<file path="src/rtl/i2c_stat_pkg.sv">
package i2c_stat_pkg;

  localparam int NFLAG = 8;

  // internal flag indices
  localparam int F_SB   = 0;
  localparam int F_ADDR = 1;
  localparam int F_BTF  = 2;
  localparam int F_RXF  = 3;
  localparam int F_TXE  = 4;
  localparam int F_BERR = 5;
  localparam int F_ARL  = 6;
  localparam int F_AF   = 7;

  localparam int BUSY_POS   = 1;
  localparam int EN_ERR_POS = 8;
  localparam int EN_EVT_POS = 9;
  localparam int EN_BUF_POS = 10;
  localparam int MIN_REG_W  = 11;

  typedef enum logic [1:0] {
    SEL_ST1  = 2'd0,
    SEL_ST2  = 2'd1,
    SEL_CTRL = 2'd2,
    SEL_DATA = 2'd3
  } acc_sel_e;

  // bit position of a flag inside the primary status word
  function automatic int flag_pos(input int idx);
    case (idx)
      F_SB:    flag_pos = 0;
      F_ADDR:  flag_pos = 1;
      F_BTF:   flag_pos = 2;
      F_RXF:   flag_pos = 6;
      F_TXE:   flag_pos = 7;
      F_BERR:  flag_pos = 8;
      F_ARL:   flag_pos = 9;
      default: flag_pos = 10;
    endcase
  endfunction

  function automatic logic is_fault(input int idx);
    is_fault = (idx == F_BERR) || (idx == F_ARL) || (idx == F_AF);
  endfunction

  function automatic logic evt_cause(input logic [NFLAG-1:0] f,
                                     input logic en_evt, input logic en_buf);
    evt_cause = en_evt & (f[F_SB] | f[F_ADDR] | f[F_BTF] |
                          (en_buf & (f[F_TXE] | f[F_RXF])));
  endfunction

  function automatic logic err_cause(input logic [NFLAG-1:0] f, input logic en_err);
    err_cause = en_err & (f[F_AF] | f[F_ARL] | f[F_BERR]);
  endfunction

endpackage

</file>
<file path="src/rtl/i2c_stat_flag.sv">
module i2c_stat_flag (
  input  logic clk,
  input  logic rst_n,
  input  logic set,
  input  logic clr,
  output logic q
);
  always_ff @(posedge clk) begin
    if (!rst_n)   q <= 1'b0;
    else if (set) q <= 1'b1;   // hardware set has priority
    else if (clr) q <= 1'b0;
  end
endmodule

</file>
<file path="src/rtl/i2c_acc_seq.sv">
module i2c_acc_seq
  import i2c_stat_pkg::*;
(
  input  logic       clk,
  input  logic       rst_n,
  input  logic       acc_en,
  input  logic       acc_wr,
  input  logic [1:0] acc_sel,
  output logic       rd_st2,
  output logic       wr_st1,
  output logic       wr_ctrl,
  output logic       rd_data,
  output logic       wr_data,
  output logic       armed
);
  acc_sel_e sel;
  logic     rd_st1;

  assign sel     = acc_sel_e'(acc_sel);
  assign rd_st1  = acc_en & ~acc_wr & (sel == SEL_ST1);
  assign rd_st2  = acc_en & ~acc_wr & (sel == SEL_ST2);
  assign wr_st1  = acc_en &  acc_wr & (sel == SEL_ST1);
  assign wr_ctrl = acc_en &  acc_wr & (sel == SEL_CTRL);
  assign rd_data = acc_en & ~acc_wr & (sel == SEL_DATA);
  assign wr_data = acc_en &  acc_wr & (sel == SEL_DATA);

  // armed: the most recent access was a primary status read
  always_ff @(posedge clk) begin
    if (!rst_n)      armed <= 1'b0;
    else if (acc_en) armed <= rd_st1;
  end
endmodule

</file>
<file path="src/rtl/i2c_irq_group.sv">
module i2c_irq_group
  import i2c_stat_pkg::*;
(
  input  logic             clk,
  input  logic             rst_n,
  input  logic [NFLAG-1:0] flags,
  input  logic             en_evt,
  input  logic             en_buf,
  input  logic             en_err,
  output logic             irq_event,
  output logic             irq_error
);
  always_ff @(posedge clk) begin
    if (!rst_n) begin
      irq_event <= 1'b0;
      irq_error <= 1'b0;
    end else begin
      irq_event <= evt_cause(flags, en_evt, en_buf);
      irq_error <= err_cause(flags, en_err);
    end
  end
endmodule

</file>
<file path="src/rtl/i2c_stat_irq.sv">
module i2c_stat_irq
  import i2c_stat_pkg::*;
#(
  parameter int REG_W = 16
) (
  input  logic             clk,
  input  logic             rst_n,
  input  logic             ev_start_sent,
  input  logic             ev_addr_done,
  input  logic             ev_byte_done,
  input  logic             ev_rx_full,
  input  logic             ev_tx_empty,
  input  logic             ev_bus_err,
  input  logic             ev_arb_lost,
  input  logic             ev_ack_fail,
  input  logic             bus_busy,
  input  logic             acc_en,
  input  logic             acc_wr,
  input  logic [1:0]       acc_sel,
  input  logic [REG_W-1:0] acc_wdata,
  output logic [REG_W-1:0] acc_rdata,
  output logic [REG_W-1:0] stat1,
  output logic [REG_W-1:0] stat2,
  output logic             irq_event,
  output logic             irq_error
);
  localparam int CTRL_LSB = EN_ERR_POS;

  logic [NFLAG-1:0] set_vec, clr_vec, flags;
  logic rd_st2, wr_st1, wr_ctrl, rd_data, wr_data, armed;
  logic en_err, en_evt, en_buf, busy_q;
  logic [REG_W-1:0] ctrl_word;
  logic wdata_unused;

  assign wdata_unused = ^acc_wdata;

  assign set_vec[F_SB]   = ev_start_sent;
  assign set_vec[F_ADDR] = ev_addr_done;
  assign set_vec[F_BTF]  = ev_byte_done;
  assign set_vec[F_RXF]  = ev_rx_full;
  assign set_vec[F_TXE]  = ev_tx_empty;
  assign set_vec[F_BERR] = ev_bus_err;
  assign set_vec[F_ARL]  = ev_arb_lost;
  assign set_vec[F_AF]   = ev_ack_fail;

  i2c_acc_seq u_seq (
    .clk, .rst_n, .acc_en, .acc_wr, .acc_sel,
    .rd_st2, .wr_st1, .wr_ctrl, .rd_data, .wr_data, .armed
  );

  // clear conditions per flag
  genvar gi;
  generate
    for (gi = 0; gi < NFLAG; gi++) begin : g_flag
      if (is_fault(gi)) begin : g_fault
        assign clr_vec[gi] = wr_st1 & ~acc_wdata[flag_pos(gi)];
      end else if (gi == F_SB) begin : g_sb
        assign clr_vec[gi] = wr_data & armed;
      end else if (gi == F_ADDR) begin : g_addr
        assign clr_vec[gi] = rd_st2 & armed;
      end else if (gi == F_BTF) begin : g_btf
        assign clr_vec[gi] = (rd_data | wr_data) & armed;
      end else if (gi == F_RXF) begin : g_rxf
        assign clr_vec[gi] = rd_data;
      end else begin : g_txe
        assign clr_vec[gi] = wr_data;
      end

      i2c_stat_flag u_flag (
        .clk, .rst_n, .set(set_vec[gi]), .clr(clr_vec[gi]), .q(flags[gi])
      );
    end
  endgenerate

  // control enables and busy sample
  always_ff @(posedge clk) begin
    if (!rst_n) begin
      {en_buf, en_evt, en_err} <= 3'b000;
      busy_q <= 1'b0;
    end else begin
      if (wr_ctrl) {en_buf, en_evt, en_err} <= acc_wdata[CTRL_LSB +: 3];
      busy_q <= bus_busy;
    end
  end

  always_comb begin
    stat1 = '0;
    for (int i = 0; i < NFLAG; i++) stat1[flag_pos(i)] = flags[i];
    stat2 = '0;
    stat2[BUSY_POS] = busy_q;
    ctrl_word = '0;
    ctrl_word[EN_ERR_POS] = en_err;
    ctrl_word[EN_EVT_POS] = en_evt;
    ctrl_word[EN_BUF_POS] = en_buf;
  end

  always_comb begin
    case (acc_sel_e'(acc_sel))
      SEL_ST1:  acc_rdata = stat1;
      SEL_ST2:  acc_rdata = stat2;
      SEL_CTRL: acc_rdata = ctrl_word;
      default:  acc_rdata = '0;
    endcase
  end

  i2c_irq_group u_irq (
    .clk, .rst_n, .flags, .en_evt, .en_buf, .en_err, .irq_event, .irq_error
  );
endmodule

</file>
<file path="config.mk">
export PLATFORM = sky130hd
export DESIGN_NAME = i2c_stat_irq
export DESIGN_NICKNAME = d
export VERILOG_FILES = /design/src/rtl/i2c_stat_pkg.sv /design/src/rtl/i2c_stat_flag.sv /design/src/rtl/i2c_acc_seq.sv /design/src/rtl/i2c_irq_group.sv /design/src/rtl/i2c_stat_irq.sv
export SDC_FILE = /design/constraint.sdc
export NUM_CORES = 1
export LEC_CHECK = 0
export ABC_AREA = 1
export BUFFER_PORTS_ARGS = -buffer_cell sky130_fd_sc_hd__clkbuf_2
export CAP_MARGIN = 20
export CORE_ASPECT_RATIO = 1.25
export CORE_MARGIN = 2
export CORE_UTILIZATION = 41
export DETAILED_ROUTE_END_ITERATION = 7
export PLACE_DENSITY = 0.94
export SKIP_CTS_REPAIR_TIMING = 1
export SYNTH_ARGS = -nofsm -noshare
export SYNTH_HDL_FRONTEND = slang
export SYNTH_SLANG_ARGS = --single-unit
</file>
<file path="constraint.sdc">
create_clock -name clk -period 2.47 [get_ports clk]
set_clock_uncertainty 0.2 [all_clocks]
set_input_delay 0.494 -clock clk [delete_from_list [all_inputs] [get_ports clk]]
set_output_delay 0.494 -clock clk [all_outputs]
set_load 0.01 [all_outputs]
</file>
# Yosys cells after proc, flatten, opt, wreduce, memory -nomap -nowiden
# Index checks and enable logic that the tools add are counted.
# Widths: inputs -> output; s select.
# totals
out_inout_bits,50
memories,0
input_bits,31
regBits,15
elab_cells,72
latchBits,0
ramBits,0
rom_bits,0
# op_classes
multipliers,0
n_eq_ne,3
muxes,17
shifts,0
n_reduce_logical,9
addsub,0
bitwise_logic,28
n_div,0
n_lt_le_gt_ge,0
# op_table
operator,count
$pmux 11 s3,1
$and 1x1->1,17
$mux 1,16
$reduce_bool 2->1,8
$or 1x1->1,7
$eq 2x2->1 const B,2
$not 1->1,4
$eq 2x1->1 const B,1
$logic_not 2->1,1

# Depth between registers and ports, before layout
# Gate-level depths: netlist of the first run.
# logic_depth
depth_word,7
depth_mapped,6
depth_no_buf,6

# Hierarchy
# A second synthesis of the first run with hierarchy kept.
# hier_totals
cells_unflattened,166
hier_area_um2,1082.3
# by_module_without_submodules
module,n_inst,area_each_um2,cells_per_inst,seq_area_each_um2
i2c_stat_irq,1,536.8,87,80.1
i2c_stat_flag,8,43.8,6,20.0
i2c_acc_seq,1,108.9,17,20.0
i2c_irq_group,1,86.3,14,40.0

# Worst setup path before layout of the first run
# OpenSTA, ideal clock, no wires.
# synth_path
kind,input-to-output
start,input acc_sel[1]
end,output acc_rdata[1]
path_stages,3
path_buffers,0
t_required_ns,1.776
arrival_time_ns,1.028
setup_slack_ns,0.748
path_cell_list,nor2_4 > inv_1 > o21ai_0
# synth_via
elab_chain_len,2
elab_cells_between_ends,4
cone_classes,eq/ne: 2; mux: 1; reduce/logical: 1
# synth_lines
item,line_no,text
"start, declared",i2c_stat_irq.sv:19,"input logic [1:0] acc_sel,"
$eq 2x2->1 (tied with other cells),i2c_stat_irq.sv:98,case (acc_sel_e'(acc_sel))
$pmux 11 s3 *,i2c_stat_irq.sv:98,
"end, declared",i2c_stat_irq.sv:21,"output logic [REG_W-1:0] acc_rdata,"
# Every way passes the cells marked *; elsewhere a longest branch is shown, timed or not.

# Worst setup path after layout of the first run
# layout_path
start,input acc_sel[0]
end,output acc_rdata[1]
# The elaborated chain is that of the path after synthesis.

==> run summary, run 1 <==
r2r endpoint: g_flag[1].u_flag.q
ANT cells: 0
CORE AREA: 2230 um^2
R2R depth: 3
Comb power frac: 0.206
drt wl/cell: 8.73 um
Worst Path Required: 1.78 ns
Yosys top cell area share: 0.304
Port Buffers: 36
Switching Share: 0.315
placed cell count: 199
status: finished, final reports clean
synthesized instance count: 142
initial antenna violation count: 0
CTS Buf Count: 3
max-cap viol count: 0
HP Start: bus_busy
Hold Fails Final Rpt: 0
Post-DP HPWL: 1470 um
met1 Use GR: 0.141
DR iter-0 viols: 9
H-tree levels: 1
clk sinks: 15
All-Layer GR Usage: 0.132
clock network power share: 0.273
post-layout min period: 1.97 ns
P&R area growth vs syn: 5.95%
net switching power: 0.161 mW
Initial Utilization: 0.442
first-pass GRT wire length: 2630 um
Root Buffer: clkbuf_4
clock latency on the worst-skew pair: 0.28 ns
crit share post-route: 0.798
I/O Pins: 81
crit path launch type: primary input
Sequential Power Share: 0.521
hold-critical path depth: 3
DRT Pass-1 Iters: 4
endpoint class of the critical path: output pin
setup violators final: 0
Worst Path Max Fanout: 8
global routing usage on met3: 0.0215
Syn Std Cell Area: 988 um^2
die area: 2820 um^2
Reg-to-Reg Start: u_seq.armed
DR vias: 821
count of cell types in the netlist: 19
worst min path class: primary input to register
routed wire length: 1770 um
R2R setup slack: 1.49 ns
flops & latches, synth: 15
die width: 47.9 um
Die Ht: 58.9 um
clock slew at reported path FFs: 0.09 ns
RSZ-0062 raised after global routing: false
peak supply drop: 176 uV
Non-Filler Instances: 203
vias in the first global route: 634
Pleak: 0.609 nW
Hold Path End: busy_q
Power Internal: 0.351 mW
Clock Path Buffers: 2
Data arrival, critical path: 1.28 ns
gpl congestion: 0.792
Max Slew Vio Count: 0
PwrDens: 489 nW/um^2
share of layout cells above drive strength 1: 0.267
vias per cell: 4.04
busiest layer in global routing: met2
ranking of synthesized cells by area: buf_4 (30%), dfxtp_1 (30%), inv_1 (8.0%)
# nets final: 204
cell taking the most area after synthesis: buf_4
met2 Resource Use GR: 0.232
CTS tree: done
final routed DRC violation total: 0
post-synthesis sequential area ratio: 0.304
global route total overflow: 0
max frequency: 0.507 GHz
Setup Crit Path Kind: primary input to output pin
Core Rows: 19
largest net degree at the start of global routing: 11
average size of a mapped cell: 6.96 um^2
Antenna Nets Post-Route: 0
setup_tns: 0 ns
YS warnings: 0
==> worst max-delay path by stage <==
stage | start | to | slack, ns | depth (start not counted)
5_1_grt | acc_sel[0] | acc_rdata[1] | 0.42 | 5
6_report | acc_sel[0] | acc_rdata[1] | 0.50 | 5
2_1_floorplan | acc_sel[1] | acc_rdata[1] | 0.75 | 3
3_3_place_gp | acc_sel[0] | acc_rdata[1] | 0.47 | 5
3_5_place_dp | acc_sel[0] | acc_rdata[1] | 0.49 | 5
4_1_cts | acc_sel[0] | acc_rdata[1] | 0.49 | 5
==> layout make-up <==
cell class                      count  area, um^2
Timing Repair Buffer               36         180
Inverter                           24        91.3
Sequential cell                    15         300
Clock buffer                        3        22.5
Tap cell                           31        38.8
Clock inverter                      1        5.00
Multi-Input combinational cell     93         409
Fill cell                         246        1190
==> cells in the mapped netlist <==
master	instances
nand2_2	1
clkinv_2	1
clkinv_1	1
a22o_1	1
nor2_1	13
conb_1	1
a21oi_1	9
inv_2	1
nand3_1	6
o21bai_1	1
dfxtp_1	15
buf_4	40
inv_1	21
o21ai_1	1
nor3_1	3
nand2_1	18
nor2_4	2
o21ai_0	6
nor2_2	1
==> flip-flops by register name (all words and copies together) (netlist names) <==
name / count
busy_q: 1
u_irq.irq_event: 1
g_flag.u_flag.q: 8
u_seq.armed: 1
en_buf: 1
en_err: 1
en_evt: 1
u_irq.irq_error: 1
==> worst max-delay path, stage by stage <==
cell and delay [ns]:
clkbuf_2 0.14, nor2_4 0.19, inv_1 0.13, o21ai_0 0.16, clkbuf_2 0.15
==> logic make-up after synthesis <==
group / after synthesis / synth area share
AND/OR/NAND/NOR: 44 / 0.199
other: 1 / 0.00379
AO/OA/AOI/OAI: 18 / 0.0975
flip-flops: 15 / 0.304
buffers and inverters: 64 / 0.396
==> cell usage in the layout, fill, tap and decap left out <==
master,n
clkbuf_2,36
conb_1,31
inv_1,21
nand2_1,18
dfxtp_1,15
nor2_1,13
a21oi_1,9
nand3_1,6
o21ai_0,6
nor3_1,3
clkbuf_4,3
nor2_4,2
clkinv_2,2
inv_2,1
nand2_2,1
clkinv_1,1
nor2_2,1
o21bai_1,1
o21ai_1,1
a22o_1,1
==> power by group through the flow <==
stage,combinational (mW),sequential (mW),clock [mW]
finish,0.105,0.266,0.140
global route,0.121,0.268,0.152
CTS,0.106,0.266,0.142
detailed placement,0.105,0.272,0
global placement,0.103,0.271,0
floorplan,0.115,0.269,0
==> routing by layer <==
layer / wire length, um / up-vias
li1: - / 421
met1: 663 / 352
met2: 915 / 44
met3: 155 / 4
met4: 38 / 0
met5: 0 / -
==> per-stage QoR <==
step                hold slack [ns]  cell area, um^2  power (mW)  utilization  setup slack [ns]
floorplan                     0.225             1100       0.384            -             0.748
global placement              0.240             1020       0.374        0.456             0.469
detailed placement            0.244             1020       0.377        0.456             0.491
CTS                           0.204             1050       0.514        0.469             0.487
global route                  0.213             1050       0.541        0.469             0.416
finish                        0.197             1050       0.512        0.469             0.499
Power figures use the tool's default switching activity.
==> inputs of run 2 (changes only) <==
- CORE_UTILIZATION: 41 -> 35
- PLACE_DENSITY: 0.94 -> 0.86
- clock period: 2.47 -> 1.75 ns (I/O delays scaled with it)
==> run 2 against run 1 <==
Largest cell class unchanged. Largest power group unchanged. Count of clock-buffer cells in the layout stayed put. Die area rose by 16%. Routed wire length decreased by 0.39%. Setup slack worse by 0.35 ns.
==> run summary, run 2 (synthesis gave the netlist of run 1 again) <==
die width: 51.5 um
H-tree levels: 1
Clock Path Buffers: 2
clock slew at reported path FFs: 0.09 ns
CTS Buf Count: 3
routed wire length: 1770 um
Worst Path Required: 1.20 ns
largest net degree at the start of global routing: 11
Sequential Power Share: 0.520
DR iter-0 viols: 11
crit share post-route: 0.916
Top reg by flops: g_flag.u_flag.q
CP top delay family: buffers and inverters
Setup Crit Path Kind: primary input to output pin
post-layout min period: 1.60 ns
leading cell type in the layout, fill and taps excluded: clkbuf_2
Post-DP HPWL: 1500 um
crit path launch type: primary input
share of layout cells above drive strength 1: 0.272
ANT cells: 0
CORE AREA: 2680 um^2
net switching power: 0.225 mW
gpl congestion: 0.860
PwrDens: 681 nW/um^2
first-pass GRT wire length: 2760 um
slowest stage delay, CP: 0.21 ns
Most Frequent Cell on Critical Path: clkbuf_2
Power Internal: 0.496 mW
Hold Fails Final Rpt: 0
DRT Pass-1 Iters: 4
clock latency on the worst-skew pair: 0.28 ns
Die Ht: 63.4 um
cells along the critical path: clkbuf_2 -> nor2_4 -> buf_4 -> a22o_1 -> clkbuf_2
CTS tree: done
setup violators final: 0
drt wl/cell: 8.53 um
endpoint class of the critical path: output pin
total power: 0.721 mW
status: finished, final reports clean
setup_tns: 0 ns
Initial Utilization: 0.369
CP startpoint: acc_sel[0]
All-Layer GR Usage: 0.111
RSZ-0062 raised after global routing: false
Worst Path Buf+Inv: 3
# nets final: 205
Port Buffers: 36
I/O Pins: 81
max reg flops: 8
Reg-to-Reg Start: u_seq.armed
CP max-delay cell: a22o_1
max frequency: 0.624 GHz
global route total overflow: 0
Data arrival, critical path: 1.05 ns
Switching Share: 0.312
placed instance area: 1030 um^2
max-cap viol count: 0
final routed DRC violation total: 0
clk sinks: 15
peak supply drop: 257 uV
Root Buffer: clkbuf_4
Comb power frac: 0.208
worst min path class: primary input to register
most frequent cells in the layout: clkbuf_2 (36), conb_1 (31), inv_1 (21)
Filler Cell Count: 291
Worst Path Max Fanout: 7
post-route cell area: 1060 um^2
initial antenna violation count: 0
Core Rows: 21
vias in the first global route: 689
P&R area growth vs syn: 7.09%
Pleak: 0.614 nW
vias per cell: 4.03
clock network power share: 0.272
HP Start: bus_busy
die area: 3270 um^2
Antenna Nets Post-Route: 0
Max Slew Vio Count: 0
DR vias: 835
## run 2: per-stage QoR
step	util	setup WS, ns	cells	hold slack, ns
after floorplan	-	0.316	172	0.225
after CTS	0.395	0.149	207	0.0487
after detailed placement	0.385	0.148	203	0.253
final	0.395	0.147	207	0.0506
after global routing	0.395	0.0562	207	0.0708
after global placement	0.385	0.162	203	0.242
## run 2: path summary, 6_finish.rpt
kind                                      endpoint  slack, ns  cells after the start
worst max-delay path                  acc_rdata[9]       0.15                      5
worst min-delay path                        busy_q       0.05                      3
worst max register to register  g_flag[1].u_flag.q       0.77                      3
worst min register to register     u_irq.irq_event       0.27                      2
## run 2: power groups by stage
| stage | clock, mW | sequential, mW | combinational [mW] |
|---|---|---|---|
| after floorplan | 0 | 0.379 | 0.163 |
| after detailed placement | 0 | 0.383 | 0.150 |
| after global placement | 0 | 0.383 | 0.148 |
| final | 0.196 | 0.375 | 0.150 |
| after global routing | 0.216 | 0.378 | 0.169 |
| after CTS | 0.203 | 0.375 | 0.151 |
## run 2: layer usage
metal  wire length, um  global-route usage  vias to the layer above
met5                 0                   0                        -
met4                21              0.0691                        0
met3               183              0.0213                        2
met2               925               0.202                       50
met1               635               0.111                      359
li1                  -                   -                      424
## run 2: worst reg2reg max path: stages, from the launching register on
cell and delay (ns):
dfxtp_1 0.39, nand3_1 0.09, o21bai_1 0.12, a21oi_1 0.07
## run 2: area by class of cell
cell class / count / area (um^2) / share of cell area
multi-input combinational: 93 / 409 / 0.387
sequential: 15 / 300 / 0.284
clock buffer: 3 / 22.5 / 0.0213
inverter: 24 / 91.3 / 0.0863
clock inverter: 1 / 5.00 / 0.00473
timing repair buffer: 37 / 188 / 0.177
tap: 34 / 42.5 / 0.0402
==> inputs of run 3 (changes only) <==
--- a/config.mk
+++ b/config.mk
@@ -8,2 +8,3 @@
 export ABC_AREA = 1
+export ABC_CLOCK_PERIOD_IN_PS = 1750
 export BUFFER_PORTS_ARGS = -buffer_cell sky130_fd_sc_hd__clkbuf_2
--- a/constraint.sdc
+++ b/constraint.sdc
@@ -4,2 +4,2 @@
 set_output_delay 0.35 -clock clk [all_outputs]
-set_load 0.01 [all_outputs]
+set_load 0.1 [all_outputs]
==> run 3 against run 2 <==
Critical path depth did not move. Non-clock buffer count unchanged. Combinational power rose to 4.1 times the previous value. Setup slack got worse by 0.096 ns. Global-route usage up 1.1 points. Design area increased by 16%. Worst hold slack better by 0.0025 ns. Sequential power hardly changed. Sequential share of layout area fell by 3.9 points. Critical endpoint is now acc_rdata[6]. Largest cell class unchanged.
==> run summary, run 3 (synthesis gave the netlist of run 1 again) <==
status: finished, final reports clean
Clock Path Buffers: 2
Setup Crit Path Kind: primary input to output pin
post-layout util: 0.458
hold-critical path depth: 3
slack of the critical path: 0.0515 ns
DR iter-0 viols: 21
I/O Pins: 81
worst slack at placement: 0.0404 ns
first-pass GRT wire length: 3040 um
Top reg by flops: g_flag.u_flag.q
net switching power: 0.641 mW
DR vias: 830
max reg flops: 8
All-Layer GR Usage: 0.122
Root Buffer: clkbuf_4
R2R setup slack: 0.75 ns
Hold Fails Final Rpt: 0
vias per cell: 4.01
total power: 1.18 mW
setup_tns: 0 ns
cells along the critical path: clkbuf_2 -> nor2_4 -> inv_1 -> nor2_2 -> buf_12
area of the multi-input gates: 437 um^2
setup violators final: 0
Post-DP HPWL: 1640 um
Hold Path End: busy_q
busiest layer in global routing: met2
Worst-Margin Slew: 0.546 ns
CORE AREA: 2680 um^2
vias in the first global route: 723
slowest stage delay, CP: 0.19 ns
Worst Path Required: 1.20 ns
crit share post-route: 0.971
gpl congestion: 0.787
R2R depth: 3
CTS Buf Count: 3
clock network power share: 0.163
drt wl/cell: 9.25 um
Data arrival, critical path: 1.15 ns
RSZ-0062 raised after global routing: true
Pleak: 0.649 nW
final routed DRC violation total: 0
H-tree levels: 1
peak supply drop: 475 uV
met1 Use GR: 0.140
Antenna Nets Post-Route: 0
max frequency: 0.589 GHz
global route total overflow: 0
largest net degree at the start of global routing: 11
routed wire length: 1920 um
Filler Cell Count: 287
max-cap viol count: 0
global routing usage on met3: 0.0261
Max Slew Vio Count: 0
post-layout min period: 1.70 ns
Sequential Power Share: 0.320
die width: 51.5 um
DRT Pass-1 Iters: 4
CTS tree: done
Reg-to-Reg Start: g_flag[1].u_flag.q
Power Internal: 0.534 mW
leading cell type in the layout, fill and taps excluded: conb_1
endpoint class of the critical path: output pin
initial antenna violation count: 0
most frequent cells in the layout: conb_1 (31), inv_1 (21), clkbuf_2 (19)
CP max-delay cell: buf_12
Initial Utilization: 0.369
met2 Resource Use GR: 0.215
Comb power frac: 0.517
# nets final: 205
Core Rows: 21
r2r endpoint: g_flag[1].u_flag.q
worst min path class: primary input to register
Switching Share: 0.545
crit path launch type: primary input
Sequential Area: 300 um^2
Die Ht: 63.4 um
Port Buffers: 36
PwrDens: 958 nW/um^2
clk sinks: 15
HP Start: bus_busy
Worst Path Max Fanout: 5
clock slew at reported path FFs: 0.08 ns
ANT cells: 0
clock latency on the worst-skew pair: 0.28 ns
die area: 3270 um^2
Slew HR: 0.638
P&R area growth vs syn: 24.2%
share of layout cells above drive strength 1: 0.312
-- run 3: cell types whose count changed in the layout (fill, tap and decap cells not counted), sizes merged --
cell	previous run	this run
buf	1	18
clkbuf	39	23
clkinv	3	2
-- run 3: worst max-delay path, delay by kind of cell --
kind	cells	cell delay, ns
buffers and inverters	3	0.49
AND/OR/NAND/NOR	2	0.30
-- run 3: per-layer routing --
metal / share of wire / up-vias
met5: 0 / -
met4: 0.0099 / 0
met3: 0.099 / 2
met2: 0.51 / 46
met1: 0.38 / 359
li1: - / 423
-- run 3: how the worst max path moves through the flow --
stage	cells after the start	from	slack, ns	to
detailed placement	5	acc_sel[0]	0.04	acc_rdata[6]
floorplan	3	acc_sel[1]	-0.26	acc_rdata[0]
CTS	5	acc_sel[0]	0.05	acc_rdata[6]
global route	5	acc_sel[0]	-0.02	acc_rdata[0]
global placement	5	acc_sel[0]	0.07	acc_rdata[1]
finish	5	acc_sel[0]	0.05	acc_rdata[6]
-- run 3: metrics by stage --
step | instance area, um^2 | hold WS (ns) | std cells
after CTS | 1230 | 0.0479 | 207
final | 1230 | 0.0531 | 207
after global placement | 1200 | 0.244 | 203
after global routing | 1230 | 0.0791 | 207
after floorplan | 1130 | 0.225 | 172
after detailed placement | 1200 | 0.254 | 203
-- run 3: area by class of cell --
class | count | share of cell area
inverters | 24 | 0.0744
multi-input cells | 93 | 0.356
clock buffers | 4 | 0.0214
flip-flops and latches | 15 | 0.245
well taps | 34 | 0.0347
repair buffers | 37 | 0.269
-- run 3: power groups by stage --
stage | Clock, mW | Combinational (mW) | Sequential [mW]
floorplan | 0 | 0.582 | 0.384
global placement | 0 | 0.606 | 0.383
detailed placement | 0 | 0.609 | 0.384
finish | 0.191 | 0.608 | 0.376
CTS | 0.201 | 0.609 | 0.376
global route | 0.214 | 0.629 | 0.378
